File: config.mk
export PLATFORM = sky130hd
export DESIGN_NAME = wdog_ctl_reg
export DESIGN_NICKNAME = d
export VERILOG_FILES = /design/src/rtl/wdog_ctl_reg.sv
export SDC_FILE = /design/constraint.sdc
export NUM_CORES = 1
export LEC_CHECK = 0
export BUFFER_PORTS_ARGS = -buffer_cell sky130_fd_sc_hd__buf_2
export CAP_MARGIN = 5
export CORE_MARGIN = 2
export CORE_UTILIZATION = 26
export CTS_CLUSTER_DIAMETER = 60
export DETAILED_ROUTE_END_ITERATION = 8
export PLACE_DENSITY = 0.72
export SYNTH_ARGS = -nofsm -noshare
export SYNTH_HDL_FRONTEND = slang
export SYNTH_SLANG_ARGS = --single-unit
File: constraint.sdc
create_clock -name clk -period 0.8 [get_ports clk]
set_input_delay 0.08 -clock clk [delete_from_list [all_inputs] [get_ports clk]]
set_output_delay 0.08 -clock clk [all_outputs]
set_load 0.1 [all_outputs]
File: src/rtl/wdog_ctl_reg.sv
module wdog_ctl_reg #(
  parameter int W         = 16,
  parameter int LOCK_BIT  = 12,
  parameter int HALT_BIT  = 11,
  parameter int REDIR_BIT = 9,
  parameter int FORCE_BIT = 8
) (
  input  logic         clk,
  input  logic         rst_n,
  input  logic         wr_en,
  input  logic [W-1:0] wr_data,
  output logic [W-1:0] rd_data,
  input  logic         nmi_event_in,
  input  logic         nmi_allow,
  input  logic         smi_global_en,
  output logic         nmi_out,
  output logic         smi_out,
  output logic         wden_wr_inhibit,
  input  logic         cnt_tick_in,
  output logic         cnt_tick_out,
  input  logic         reboot_in,
  output logic         reboot_out,
  input  logic         evmsg_in,
  output logic         evmsg_out,
  input  logic         heartbeat_in,
  output logic         heartbeat_out
);

  logic lock_q, halt_q, redir_q, force_q;
  logic force_set, route_nmi, route_smi;

  assign force_set = wr_en & wr_data[FORCE_BIT] & ~force_q;
  assign route_nmi = nmi_event_in & ~redir_q & nmi_allow;
  assign route_smi = nmi_event_in & redir_q & smi_global_en & nmi_allow;

  always_ff @(posedge clk or negedge rst_n) begin
    if (!rst_n) begin
      lock_q  <= 1'b0;
      halt_q  <= 1'b0;
      redir_q <= 1'b0;
      force_q <= 1'b0;
      nmi_out <= 1'b0;
      smi_out <= 1'b0;
    end else begin
      if (wr_en) begin
        lock_q  <= lock_q | wr_data[LOCK_BIT];
        halt_q  <= wr_data[HALT_BIT];
        redir_q <= wr_data[REDIR_BIT];
        if (wr_data[FORCE_BIT]) force_q <= ~force_q;
      end
      nmi_out <= force_set | route_nmi;
      smi_out <= route_smi;
    end
  end

  always_comb begin
    rd_data            = '0;
    rd_data[LOCK_BIT]  = lock_q;
    rd_data[HALT_BIT]  = halt_q;
    rd_data[REDIR_BIT] = redir_q;
    rd_data[FORCE_BIT] = force_q;
  end

  assign wden_wr_inhibit = lock_q;
  assign cnt_tick_out    = cnt_tick_in & ~halt_q;
  assign reboot_out      = reboot_in & ~halt_q;
  assign evmsg_out       = evmsg_in & ~halt_q;
  assign heartbeat_out   = heartbeat_in;

  AST_LOCK_STICKY: assert property (@(posedge clk) disable iff (!rst_n)
    rd_data[LOCK_BIT] |=> rd_data[LOCK_BIT]) else $error("lock cleared");
  AST_HALT_GATE: assert property (@(posedge clk) disable iff (!rst_n)
    (cnt_tick_out || reboot_out || evmsg_out) |-> !rd_data[HALT_BIT]) else $error("halt leak");
  AST_SMI_GLOBAL: assert property (@(posedge clk) disable iff (!rst_n)
    smi_out |-> $past(smi_global_en)) else $error("smi without global enable");
  AST_SMI_ALLOW: assert property (@(posedge clk) disable iff (!rst_n)
    smi_out |-> $past(nmi_allow && rd_data[REDIR_BIT])) else $error("smi not permitted");
  AST_FORCE_PULSE: assert property (@(posedge clk) disable iff (!rst_n)
    $rose(rd_data[FORCE_BIT]) |-> nmi_out) else $error("forced nmi missing");
  AST_FORCE_CLEAR_QUIET: assert property (@(posedge clk) disable iff (!rst_n)
    ($fell(rd_data[FORCE_BIT]) && !$past(nmi_event_in)) |-> !nmi_out) else $error("nmi on clear");

endmodule

==> metrics.md <==
| Metric | Value |
|---|---|
| Number of diodes added for antenna fixing | 0 |
| Flip-flop and latch count after synthesis | 6 |
| Synth top area cells | dfrtp_1, buf_4, mux2_2 |
| Ports | 49 |
| Via count | 290 |
| Register area share after synthesis | 0.4152 |
| Final clock skew | 2.552 ps |
| Number of global-route vias before repair | 277 |
| Number of nets in the layout | 89 |
| Final estimated routing congestion in global placement | 0.5700 |
| Peak Freq | 896.6 MHz |
| Worst skew pair latency | 240 ps |
| Floorplan row count | 13 |
| Largest stage delay on the critical path | 470 ps |
| Critical path fanouts, max | 5 |
| Count of final setup violators | 13 |
| Leakage | 0.3374 nW |
| Number of antenna violations at the first check in global routing | 0 |
| Total detailed-routing wirelength | 739 um |
| TNS Setup | -2277 ps |
| Clock-pin slew on the worst setup and hold paths | 40 ps |
| Ratio of cells with drive above 1 in the final layout | 0.6721 |
| Hold Path Stages | 2 |
| Library cell occupying the most area in the post-synthesis netlist | dfrtp_1 |
| Crit-path cells | nor2b_4 -> buf_12 |
| Summed instance area of the synthesized netlist | 361.6 sq um |
| Initial Util | 0.2779 |
| Area of the core | 1301 sq um |
| Sink Count | 6 |
| Required time reported for the critical path endpoint | 720 ps |
| Minimum period implied by the final worst setup slack | 1115 ps |
| Largest net degree at the start of global routing | 7 |
| Via-per-instance ratio | 3.816 |
| Setup repair after global routing missed its margin | true |
| Clk root buf | clkbuf_4 |
| Path type of the worst min-delay path | in2reg |
| Number of DRC violations after detailed-routing iteration 0 | 2 |
| CTS H-tree lvls | 1 |
| DIE WIDTH | 41.29 um |
| GRT overflow | 0 |
| HPWL after DPL | 617.2 um |
| Layout Area Growth over Synthesis | 85.81% |
| Maximum root-to-sink buffer count | 2 |
| Die height | 41.29 um |
| First-pass GRT wire length | 1.083 mm |
| Critical Setup Path Class | reg2out |
| Peak supply drop | 0.001051 V |
| Synthesized area per cell | 10.04 sq um |
| Share of Yosys cell area claimed by the top area cell type | 0.4152 |
| Kind of start point of the critical path | register |
| Worst path slowest cell | dfrtp_2 |
| TritonCTS buffer count | 3 |
| Final instance area | 671.9 sq um |
| Power density over the cells | 2719 nW/um^2 |
| Clock tree from TritonCTS | built |
| Worst path setup slack after routing | -315.3 ps |
| Max-slew violation count | 0 |
| Commonest non-fill, non-tap cells in the layout | conb_1, buf_2, buf_12 |
| Placed inst area | 599.3 sq um |
| Post-synth cell types | 10 |
| Post-layout util | 0.5163 |
| Routed len/inst | 9.724 um |
| Sort of element at the end of the critical path | output port |
| Port Buffer Count | 22 |
| Yosys warns | 0 |
| Result of the run | finished with violations |
| Instance count of the mapped netlist | 36 |
| Final Hold Violating Endpoints | 0 |
| Die Area | 1705 sq um |
| Number of nets with antenna violations after routing | 0 |
| All-Layer GR Usage | 0.1127 |
| Count of max-cap constraint violations | 0 |
| Post-route DRC | 0 |
| Cells on worst reg2reg path | 2 |
| Pre-antenna DRT Iters | 4 |
| Final critical-path share of the clock period | 1.394 |
| Violated checks | setup timing |
| Critical path data arrival time | 1040 ps |
==> what timing repair did <==
action,CTS,global route
hold buffers,1,0
pin swaps,1,0
endpoints found under the hold margin,6,0
buffers inserted,2,1
setup endpoints to repair,12,14
gates cloned,0,0
gates resized for setup,2,2
==> sequential cells by signal (all words and copies together), names as in the netlist <==
name	count
halt_q	1
force_q	1
smi_out	1
nmi_out	1
wden_wr_inhibit	1
redir_q	1
==> layer usage <==
| layer | global-route usage | part of all wire | up-vias |
|---|---|---|---|
| met1 | 0.07566 | 0.25 | 132 |
| met5 | 0 | 0 | - |
| met4 | 0.09677 | 0.0054 | 0 |
| met2 | 0.2109 | 0.58 | 22 |
| li1 | - | - | 134 |
| met3 | 0.06383 | 0.16 | 2 |
==> cells by family (layout without fill, tap and decap cells) <==
kind of cell	count (synthesis)	after routing	synth area share
AND/OR/NAND/NOR	7	7	0.09342
XOR/XNOR	1	1	0.02423
flip-flops	6	6	0.4152
multiplexers	2	2	0.06228
other	1	12	0.01037
buffers and inverters	17	31	0.3529
AO/OA/AOI/OAI	2	2	0.04154
==> Yosys cell counts <==
cell / count
a21o_2: 1
buf_4: 17
conb_1: 1
dfrtp_1: 6
mux2_2: 2
nand2_1: 3
nor2_1: 1
nor2b_1: 3
o22ai_1: 1
xnor2_1: 1
==> report_power, final <==
group | internal, W | total, W | switching (W)
Combinational | 0.000364 | 0.00115 | 0.000786
Sequential | 0.000355 | 0.000412 | 0.0000565
Clock | 0.000169 | 0.000265 | 0.0000964
Total | 0.000887 | 0.00183 | 0.000939
==> critical path: cells and delay by family, from the launching register on <==
family                 cells  cell delay [ps]
buffers and inverters      1              180
flip-flops                 1              470
AND/OR/NAND/NOR            1              150
==> through the flow <==
| step | worst slack, ps | instances | total power (W) | hold slack [ps] |
|---|---|---|---|---|
| after global placement | -50.89 | 69 | 0.001476 | -93.03 |
| final | -315.3 | 76 | 0.001827 | 49.46 |
| after detailed placement | -74.40 | 69 | 0.001491 | -89.10 |
| after global routing | -348.9 | 76 | 0.001900 | 41.79 |
| after floorplan | -239.2 | 47 | 0.001269 | -215.6 |
| after CTS | -331.4 | 75 | 0.001828 | 47.08 |
==> path summary, 6_finish.rpt <==
check | endpoint | slack (ps) | startpoint
worst max-delay path | evmsg_out | -320 | halt_q
worst min-delay path | wden_wr_inhibit | 50 | wr_data[12]
worst max register to register | redir_q | -100 | redir_q
worst min register to register | wden_wr_inhibit | 570 | wden_wr_inhibit
max in group asynchronous | wden_wr_inhibit | 430 | rst_n
min in group asynchronous | force_q | 210 | rst_n
==> layout make-up <==
cell class | count | area, sq um
sequential | 6 | 157.7
multi-input combinational | 24 | 153.9
fill | 117 | 629.4
tap | 15 | 18.77
timing repair buffer | 28 | 319.1
clock buffer | 3 | 22.52
Power figures use the tool's default switching activity.
